### src/rtl/evvec_pkg.sv
package evvec_pkg;

    localparam int VEC_N        = 4;
    localparam int SRC_N        = 32;
    localparam int SEL_W        = $clog2(SRC_N);
    localparam int DATA_W       = 32;
    localparam int VEC_IDX_W    = $clog2(VEC_N);
    localparam int CFG_WORDS    = VEC_N / 2;
    localparam int FLAG_ADDR    = CFG_WORDS;
    localparam int CLR_ADDR     = CFG_WORDS + 1;
    localparam int ADDR_W       = $clog2(CFG_WORDS + 2);
    localparam int FIELD_STRIDE = 8;

    // Per-vector configuration, packed as {pol, en, sel} = bits 6, 5, 4:0
    typedef struct packed {
        logic             pol;
        logic             en;
        logic [SEL_W-1:0] sel;
    } vec_cfg_t;

    localparam int CFG_W = $bits(vec_cfg_t);

    // Lowest set index; 0 when nothing is set
    function automatic logic [VEC_IDX_W-1:0] lowest_set(input logic [VEC_N-1:0] v);
        logic [VEC_IDX_W-1:0] idx;
        idx = '0;
        for (int i = VEC_N - 1; i >= 0; i--) begin
            if (v[i]) idx = VEC_IDX_W'(i);
        end
        return idx;
    endfunction

    // Two vector fields into one register word
    function automatic logic [DATA_W-1:0] pack_pair(input vec_cfg_t even_f, input vec_cfg_t odd_f);
        logic [DATA_W-1:0] w;
        w = '0;
        w[CFG_W-1:0]             = even_f;
        w[FIELD_STRIDE +: CFG_W] = odd_f;
        return w;
    endfunction

endpackage

### src/rtl/evvec_cfg_regs.sv
module evvec_cfg_regs
    import evvec_pkg::*;
(
    input  logic                       clk,
    input  logic                       rst,
    input  logic                       wr,
    input  logic [ADDR_W-1:0]          addr,
    input  logic [CFG_W-1:0]           even_field,
    input  logic [CFG_W-1:0]           odd_field,
    output vec_cfg_t [VEC_N-1:0]       cfg
);

    for (genvar w = 0; w < CFG_WORDS; w++) begin : g_word
        always_ff @(posedge clk) begin
            if (rst) begin
                cfg[2*w]   <= '0;
                cfg[2*w+1] <= '0;
            end else if (wr && (addr == ADDR_W'(w))) begin
                cfg[2*w]   <= vec_cfg_t'(even_field);
                cfg[2*w+1] <= vec_cfg_t'(odd_field);
            end
        end
    end

endmodule

### src/rtl/evvec_edge_det.sv
module evvec_edge_det
    import evvec_pkg::*;
(
    input  logic                 clk,
    input  logic                 rst,
    input  logic [SRC_N-1:0]     ev,
    input  vec_cfg_t [VEC_N-1:0] cfg,
    output logic [VEC_N-1:0]     hit
);

    logic [VEC_N-1:0] level;
    logic [VEC_N-1:0] level_q;

    for (genvar g = 0; g < VEC_N; g++) begin : g_vec
        // Polarity folded in before the edge, so a polarity flip is itself an edge
        assign level[g] = ev[cfg[g].sel] ^ cfg[g].pol;
        assign hit[g]   = cfg[g].en & level[g] & ~level_q[g];
    end

    always_ff @(posedge clk) begin
        if (rst) level_q <= '0;
        else     level_q <= level;
    end

endmodule

### src/rtl/evvec_flag_store.sv
module evvec_flag_store
    import evvec_pkg::*;
(
    input  logic              clk,
    input  logic              rst,
    input  logic              wr,
    input  logic [ADDR_W-1:0] addr,
    input  logic [VEC_N-1:0]  wbits,
    input  logic [VEC_N-1:0]  hit,
    output logic [VEC_N-1:0]  flags
);

    logic [VEC_N-1:0] flags_d;

    always_comb begin
        flags_d = flags;
        if (wr && addr == ADDR_W'(FLAG_ADDR)) flags_d = flags_d & wbits;
        if (wr && addr == ADDR_W'(CLR_ADDR))  flags_d = flags_d & ~wbits;
        flags_d = flags_d | hit;   // hardware set overrides clear
    end

    always_ff @(posedge clk) begin
        if (rst) flags <= '0;
        else     flags <= flags_d;
    end

endmodule

### src/rtl/evvec_arbiter.sv
module evvec_arbiter
    import evvec_pkg::*;
(
    input  logic                 clk,
    input  logic                 rst,
    input  logic                 seq_sleeping,
    input  logic [VEC_N-1:0]     flags,
    output logic                 wake_req,
    output logic [VEC_IDX_W-1:0] vec_sel
);

    logic [VEC_IDX_W-1:0] pick;
    logic [VEC_IDX_W-1:0] held_q;

    assign pick     = lowest_set(flags);
    assign wake_req = seq_sleeping & (|flags);
    assign vec_sel  = seq_sleeping ? pick : held_q;

    always_ff @(posedge clk) begin
        if (rst)               held_q <= '0;
        else if (seq_sleeping) held_q <= pick;
    end

endmodule

### src/rtl/evvec_unit.sv
module evvec_unit
    import evvec_pkg::*;
(
    input  logic                 clk,
    input  logic                 rst,
    input  logic [SRC_N-1:0]     ev_in,
    input  logic                 reg_wr,
    input  logic [ADDR_W-1:0]    reg_addr,
    input  logic [DATA_W-1:0]    reg_wdata,
    output logic [DATA_W-1:0]    reg_rdata,
    input  logic                 seq_sleeping,
    output logic                 wake_req,
    output logic [VEC_IDX_W-1:0] vec_sel
);

    vec_cfg_t [VEC_N-1:0] cfg;
    logic [VEC_N-1:0]     edge_hit;
    logic [VEC_N-1:0]     flag_q;
    logic                 wdata_unused;

    assign wdata_unused = ^{reg_wdata[DATA_W-1:FIELD_STRIDE+CFG_W], reg_wdata[FIELD_STRIDE-1:CFG_W]};

    evvec_cfg_regs u_cfg (
        .clk        (clk),
        .rst        (rst),
        .wr         (reg_wr),
        .addr       (reg_addr),
        .even_field (reg_wdata[CFG_W-1:0]),
        .odd_field  (reg_wdata[FIELD_STRIDE +: CFG_W]),
        .cfg        (cfg)
    );

    evvec_edge_det u_edge (
        .clk (clk),
        .rst (rst),
        .ev  (ev_in),
        .cfg (cfg),
        .hit (edge_hit)
    );

    evvec_flag_store u_flags (
        .clk   (clk),
        .rst   (rst),
        .wr    (reg_wr),
        .addr  (reg_addr),
        .wbits (reg_wdata[VEC_N-1:0]),
        .hit   (edge_hit),
        .flags (flag_q)
    );

    evvec_arbiter u_arb (
        .clk          (clk),
        .rst          (rst),
        .seq_sleeping (seq_sleeping),
        .flags        (flag_q),
        .wake_req     (wake_req),
        .vec_sel      (vec_sel)
    );

    always_comb begin
        reg_rdata = '0;
        if (int'(reg_addr) < CFG_WORDS)
            reg_rdata = pack_pair(cfg[2*int'(reg_addr)], cfg[2*int'(reg_addr)+1]);
        else if (reg_addr == ADDR_W'(FLAG_ADDR))
            reg_rdata[VEC_N-1:0] = flag_q;
    end

endmodule

### config.mk
export PLATFORM = sky130hd
export DESIGN_NAME = evvec_unit
export DESIGN_NICKNAME = d
export VERILOG_FILES = /design/src/rtl/evvec_pkg.sv /design/src/rtl/evvec_cfg_regs.sv /design/src/rtl/evvec_edge_det.sv /design/src/rtl/evvec_flag_store.sv /design/src/rtl/evvec_arbiter.sv /design/src/rtl/evvec_unit.sv
export SDC_FILE = /design/constraint.sdc
export NUM_CORES = 1
export LEC_CHECK = 0
export ABC_CLOCK_PERIOD_IN_PS = 3550
export BUFFER_PORTS_ARGS = -buffer_cell sky130_fd_sc_hd__buf_2
export CORE_MARGIN = 5
export CORE_UTILIZATION = 55
export CTS_BUF_LIST = sky130_fd_sc_hd__clkbuf_8
export DETAILED_ROUTE_END_ITERATION = 6
export GPL_ROUTABILITY_DRIVEN = 0
export GPL_TIMING_DRIVEN = 1
export PLACE_DENSITY = 0.86
export SYNTH_ARGS = -nofsm -noshare
export SYNTH_HDL_FRONTEND = slang
export SYNTH_SLANG_ARGS = --single-unit
### constraint.sdc
create_clock -name clk -period 3.55 [get_ports clk]
set_input_delay 0.5325 -clock clk [delete_from_list [all_inputs] [get_ports clk]]
set_output_delay 0.5325 -clock clk [all_outputs]
set_load 0.005 [all_outputs]
==> run_results.csv, run 1 <==
group,metric,value,unit
run_status,status,"completed",
placed_design,numPortBuffers,68,
power,power_frac_comb,22.9,%
synth,synth_warnings,0,
clock_network,cts_hold_buf,0,
route,drt-pass1-iter-count,5,
synth,syn-instance-count,396,
power,pwr-share-seq,49.2,%
clock_network,cts_max_path_buffers,2,
clock_network,ctsResizeCount,0,
timing,rsz0062_at_grt,"false",
placed_design,dp_hpwl,6668,µm
synth,yosysSeqAreaShare,24.51,%
floorplanning,start_util,56.37,%
critical_path,required,3700,ps
critical_path,worst_setup_path_end_kind,"flip-flop",
critical_path,crit_path_start_kind,"flip-flop",
critical_path,worstSetupPathType,"reg -> reg",
route,drt_iter0_markers,189,
clock_network,clk_latency,290,ps
global_routing,grt_pass1_vias,2956,
hold_path,hold_start,"u_cfg.cfg[26]",
timing,tightestPinTransition,993.7,ps
timing,worst_clock_skew,5.057,ps
floorplanning,io_pins,105,
power,ir_drop,0.2737,mV
critical_path,max_stage_delay,930,ps
power,p_leak,1.295,nW
route,routed_wl,8806,µm
synth,ys.flop_type,"dfxtp_1",
clock_network,cts_root_buf,"clkbuf_8",
global_routing,grt_pass1_wl,13860,µm
clock_network,cts_inserted_buffers,5,
power,intPower,0.6702,mW
route,antenna_left,0,
final_layout,nFillCells,506,
critical_path,worstPathCellList,"nor2b_1 -> a2111oi_0 -> a211oi_1 -> a22oi_1 -> nand3_1 -> xnor2_1 -> o32ai_1",
synth,synth_seq_cells,38,
global_routing,antenna_found_initial,0,
critical_path,cp-startpoint,"u_cfg.cfg[16]",
floorplanning,fp.dieW,85.13,µm
clock_network,post_cts_buffers,0,
critical_path,crit_arrival,2600,ps
route,vias,3083,
critical_path,r2r_start,"u_cfg.cfg[16]",
final_layout,mostFrequentLayoutCell,"nand2_1",
global_routing,grt_max_degree,43,
global_routing,overflow,0,
critical_path,cp_num_buf_inv,0,
final_layout,mostFrequentLayoutCells,"nand2_1 (82), buf_2 (68), mux2i_1 (60)",
final_layout,area_growth,9.674,%
timing,finalSetupViolations,0,
clock_network,cts_sinks,38,
floorplanning,coreArea,5507,µm²
final_layout,drive_gt1_share,19.24,%
timing,tns,0,ps
synth,postSynth.asyncResetShare,0,%
clock_network,h-tree-depth,2,
floorplanning,rows,27,
floorplanning,chipHeight,85.13,µm
timing,finalHoldViolations,0,
floorplanning,die_area,7246,µm²
synth,syn_area,3104,µm²
route,via_per_inst,5.940,
synth,synth_edf_count,0,
global_routing,track_usage,23.50,%
power,p_clk_share,28.0,%
timing,fin_crit_sh,68.99,%
final_layout,final_nets,517,
critical_path,crit_slowest_cell,"dfxtp_1",
timing,fin_crit,2449,ps
final_layout,diodes,0,
clock_network,cts_tree,"done",
hold_path,hp-class,"reg -> reg",
route,drc,0,
synth,syn_area_per_cell,7.839,µm²
route,routedWlPerCell,16.97,µm
timing,max-slew-margin-rel,33.66,%
critical_path,cpLargestDelayFamily,"flip-flops",
critical_path,critPathMaxFanout,24,
synth,synth.distinct_cells,40,
power,switching_share,30.30,%
timing,drv_slew,0,
power,power.switching,0.2913,mW
power,power_density,282.4,nW/µm²
clock_network,clk_pin_slew,70,ps
timing,clock.fmax,408.3,MHz
flow_run,maxCapViolations,0,
final_layout,final_area,3405,µm²
placed_design,placed_area,3328,µm²
[flip-flops by register name, summed over array words and instances (netlist names)]
signal	flops
u_arb.held_q	2
u_edge.level_q	4
u_cfg.cfg	28
u_flags.flags	4
[area by class of cell]
type / instances / area [µm²] / share of cell area (%)
Multi-Input combinational cell: 331 / 2122 / 62.33
Tap cell: 72 / 90.09 / 2.646
Timing Repair Buffer: 69 / 347.8 / 10.22
Clock inverter: 2 / 7.507 / 0.2205
Inverter: 2 / 7.507 / 0.2205
Sequential cell: 38 / 760.7 / 22.34
Clock buffer: 5 / 68.82 / 2.021
[cells in the mapped netlist, types with 7 or more instances]
cell type,instances,area (µm²)
a21oi_1,35,175.2
a22oi_1,7,52.55
xor2_1,7,61.31
o21ai_0,7,35.03
dfxtp_1,38,760.7
mux2i_1,60,600.6
nand2_1,82,307.8
nor2b_1,18,112.6
clkbuf_1,14,52.55
buf_4,18,135.1
and2b_1,8,60.06
a211oi_1,11,82.58
nor2_1,24,90.09
[path summary, 6_finish.rpt]
| check | end | slack [ps] | cells after the start |
|---|---|---|---|
| setup / recovery | u_flags.flags[2] | 1100 | 7 |
| hold / removal | u_flags.flags[3] | 470 | 2 |
| setup reg to reg | u_flags.flags[2] | 1100 | 7 |
| hold reg to reg | u_flags.flags[3] | 470 | 2 |
[kinds of logic after synthesis]
logic type	count (synthesis)	share of synthesized area (%)
DFF	38	24.51
muxes	68	22.25
and+or+nand+nor	150	22.37
buffers and inverters	44	9.190
xor gates and xnor gates	8	2.257
other	1	0.1208
AOI/OAI and AO/OA	87	19.31
[power groups by stage]
stage               Clock, mW  Combinational [mW]  Sequential [mW]
CTS                     0.277               0.216            0.472
floorplan                   0               0.163            0.465
finish                  0.269               0.220            0.473
global placement            0               0.209            0.480
detailed placement          0               0.214            0.482
global route            0.292               0.241            0.475
[worst min-delay path, cell delays in order (launching register included)]
cell	delay, ps
dfxtp_1	330
nand2_1	60
o21ai_1	50
[layer usage]
| layer | global-route usage, % | wire [µm] | vias to the layer above |
|---|---|---|---|
| met3 | 4.369 | 907 | 36 |
| met4 | 13.53 | 374 | 0 |
| met5 | 0 | 0 | - |
| met2 | 38.56 | 4128 | 185 |
| met1 | 28.58 | 3396 | 1381 |
| li1 | - | - | 1481 |
[per-stage QoR]
| stage | power [mW] | std cells | util (%) | hold WS [ps] | worst slack (ps) |
|---|---|---|---|---|---|
| floorplan | 0.6278 | 413 | - | 440.9 | 1716 |
| global placement | 0.6889 | 512 | 60.44 | 453.1 | 1209 |
| detailed placement | 0.6960 | 512 | 60.44 | 463.2 | 1157 |
| CTS | 0.9651 | 519 | 61.83 | 473.1 | 1144 |
| global route | 1.008 | 519 | 61.83 | 487.2 | 831.1 |
| finish | 0.9615 | 519 | 61.83 | 471.9 | 1101 |
No activity file was read; power rests on OpenSTA's default activity.
==> run 2, diff against run 1 <==
Settings changed: ABC_CLOCK_PERIOD_IN_PS 3550 to 2100, CORE_UTILIZATION 55 to 48, PLACE_DENSITY 0.86 to 0.8.
Clock period 3.55 ns to 2.1 ns, I/O delays scaled along.
==> run_results.csv, run 2 (synthesized netlist as in run 1, its figures left out) <==
group,metric,value,unit
timing,fin_crit_sh,92.09,%
clock_network,cts_inserted_buffers,5,
critical_path,critPathMaxFanout,10,
clock_network,cts_sinks,38,
power,ir_drop,0.4289,mV
route,drc,0,
floorplanning,chipHeight,90.42,µm
power,p_leak,1.387,nW
critical_path,cp_num_buf_inv,1,
global_routing,antenna_found_initial,0,
timing,finalHoldViolations,0,
placed_design,numPortBuffers,68,
critical_path,cpLargestDelayFamily,"compound AO/OA/AOI/OAI gates",
critical_path,max_stage_delay,460,ps
global_routing,overflow,0,
timing,rsz0062_at_grt,"false",
timing,drv_slew,0,
placed_design,placed_area,3455,µm²
clock_network,h-tree-depth,2,
route,vias,3147,
global_routing,grt_pass1_wl,14680,µm
critical_path,reg2reg_depth,8,
critical_path,crit_slowest_cell,"dfxtp_2",
timing,finalSetupViolations,0,
route,routed_wl,9096,µm
hold_path,hp-class,"in -> reg",
clock_network,clk_latency,280,ps
power,power_density,475.8,nW/µm²
critical_path,worst_setup_path_end_kind,"flip-flop",
global_routing,grt_pass1_vias,3069,
placed_design,dp_hpwl,7098,µm
timing,tns,0,ps
flow_run,maxCapViolations,0,
clock_network,cts_root_buf,"clkbuf_8",
final_layout,mostFrequentLayoutCell,"nand2_1",
critical_path,worstPathCellList,"buf_4 -> mux2i_1 -> a22oi_1 -> o2111ai_1 -> o22ai_1 -> a311oi_2 -> xor2_1 -> o21ai_1",
floorplanning,coreArea,6314,µm²
clock_network,cts_tree,"done",
clock_network,ctsResizeCount,1,
clock_network,clk_pin_slew,70,ps
route,routedWlPerCell,16.81,µm
clock_network,cts_hold_buf,0,
final_layout,final_area,3556,µm²
floorplanning,die_area,8176,µm²
final_layout,largestRegisters,"u_cfg.cfg x28, u_edge.level_q x4, u_flags.flags x4",
route,drt_iter0_markers,262,
clock_network,cts_max_path_buffers,2,
floorplanning,start_util,49.17,%
global_routing,track_usage,21.46,%
critical_path,required,2270,ps
critical_path,cp.depth,8,
timing,tightestPinTransition,732.7,ps
final_layout,final_nets,533,
run_status,status,"completed",
timing,clock.fmax,517.1,MHz
hold_path,min_path_cells,3,
floorplanning,rows,29,
timing,worst_clock_skew,5.524,ps
floorplanning,fp.dieW,90.42,µm
final_layout,diodes,0,
final_layout,area_growth,14.55,%
critical_path,crit_arrival,2100,ps
route,antenna_left,0,
critical_path,reg2reg_slack,170,ps
final_layout,mostFrequentLayoutCells,"nand2_1 (82), buf_2 (68), mux2i_1 (60)",
critical_path,worstSetupPathType,"reg -> reg",
final_layout,regMostFlops,"u_cfg.cfg",
floorplanning,io_pins,105,
final_layout,largest_reg_flops,28,
global_routing,grt_max_degree,43,
timing,fin_crit,1934,ps
route,drt-pass1-iter-count,5,
critical_path,crit_path_start_kind,"flip-flop",
route,via_per_inst,5.817,
clock_network,post_cts_buffers,0,
timing,max-slew-margin-rel,51.15,%
final_layout,drive_gt1_share,23.28,%
[run 2: report_power, final]
group          switching (mW)  internal [mW]  leakage, nW  total, mW
Sequential             0.0366          0.749        0.311      0.786
Clock                   0.243          0.260       0.0524      0.503
Combinational           0.227          0.176         1.02      0.403
[run 2: tightest hold or removal path, stage by stage]
cell and delay (ps):
buf_2 110, nand2_1 50, a21oi_1 50
[run 2: path summary, 6_finish.rpt]
kind / to / from
min reg2reg: u_flags.flags[0] / u_cfg.cfg[5]
min: u_cfg.cfg[22] / reg_wdata[9]
max: u_flags.flags[1] / u_cfg.cfg[8]
max reg2reg: u_flags.flags[1] / u_cfg.cfg[8]
[run 2: cell type report]
cell class | count | area (µm²)
Multi-Input combinational cell | 331 | 2125
Clock inverter | 2 | 8.758
Inverter | 2 | 7.507
Timing Repair Buffer | 85 | 467.9
Sequential cell | 38 | 768.2
Fill cell | 611 | 2758
Clock buffer | 6 | 82.58
Tap cell | 77 | 96.34
[run 2: routing by layer]
| layer | wire length, µm | track usage (%) | vias up | share of wire (%) |
|---|---|---|---|---|
| met1 | 3879 | 26.28 | 1465 | 43 |
| met2 | 4270 | 36.04 | 140 | 47 |
| met3 | 634 | 3.500 | 29 | 7.0 |
| met5 | 0 | 0 | - | 0 |
| met4 | 312 | 10.92 | 0 | 3.4 |
| li1 | - | - | 1513 | - |
[run 2: stage by stage]
stage | instances | hold slack, ps | utilization, % | total power [mW] | setup slack, ps
after floorplan | 413 | 440.9 | - | 1.061 | 467.9
after global placement | 533 | 457.5 | 54.72 | 1.184 | 74.46
after detailed placement | 533 | 463.4 | 54.72 | 1.196 | 16.29
after CTS | 541 | 269.3 | 56.18 | 1.696 | 27.04
after global routing | 541 | 274.4 | 56.32 | 1.772 | 33.39
final | 541 | 273.9 | 56.32 | 1.692 | 166.2
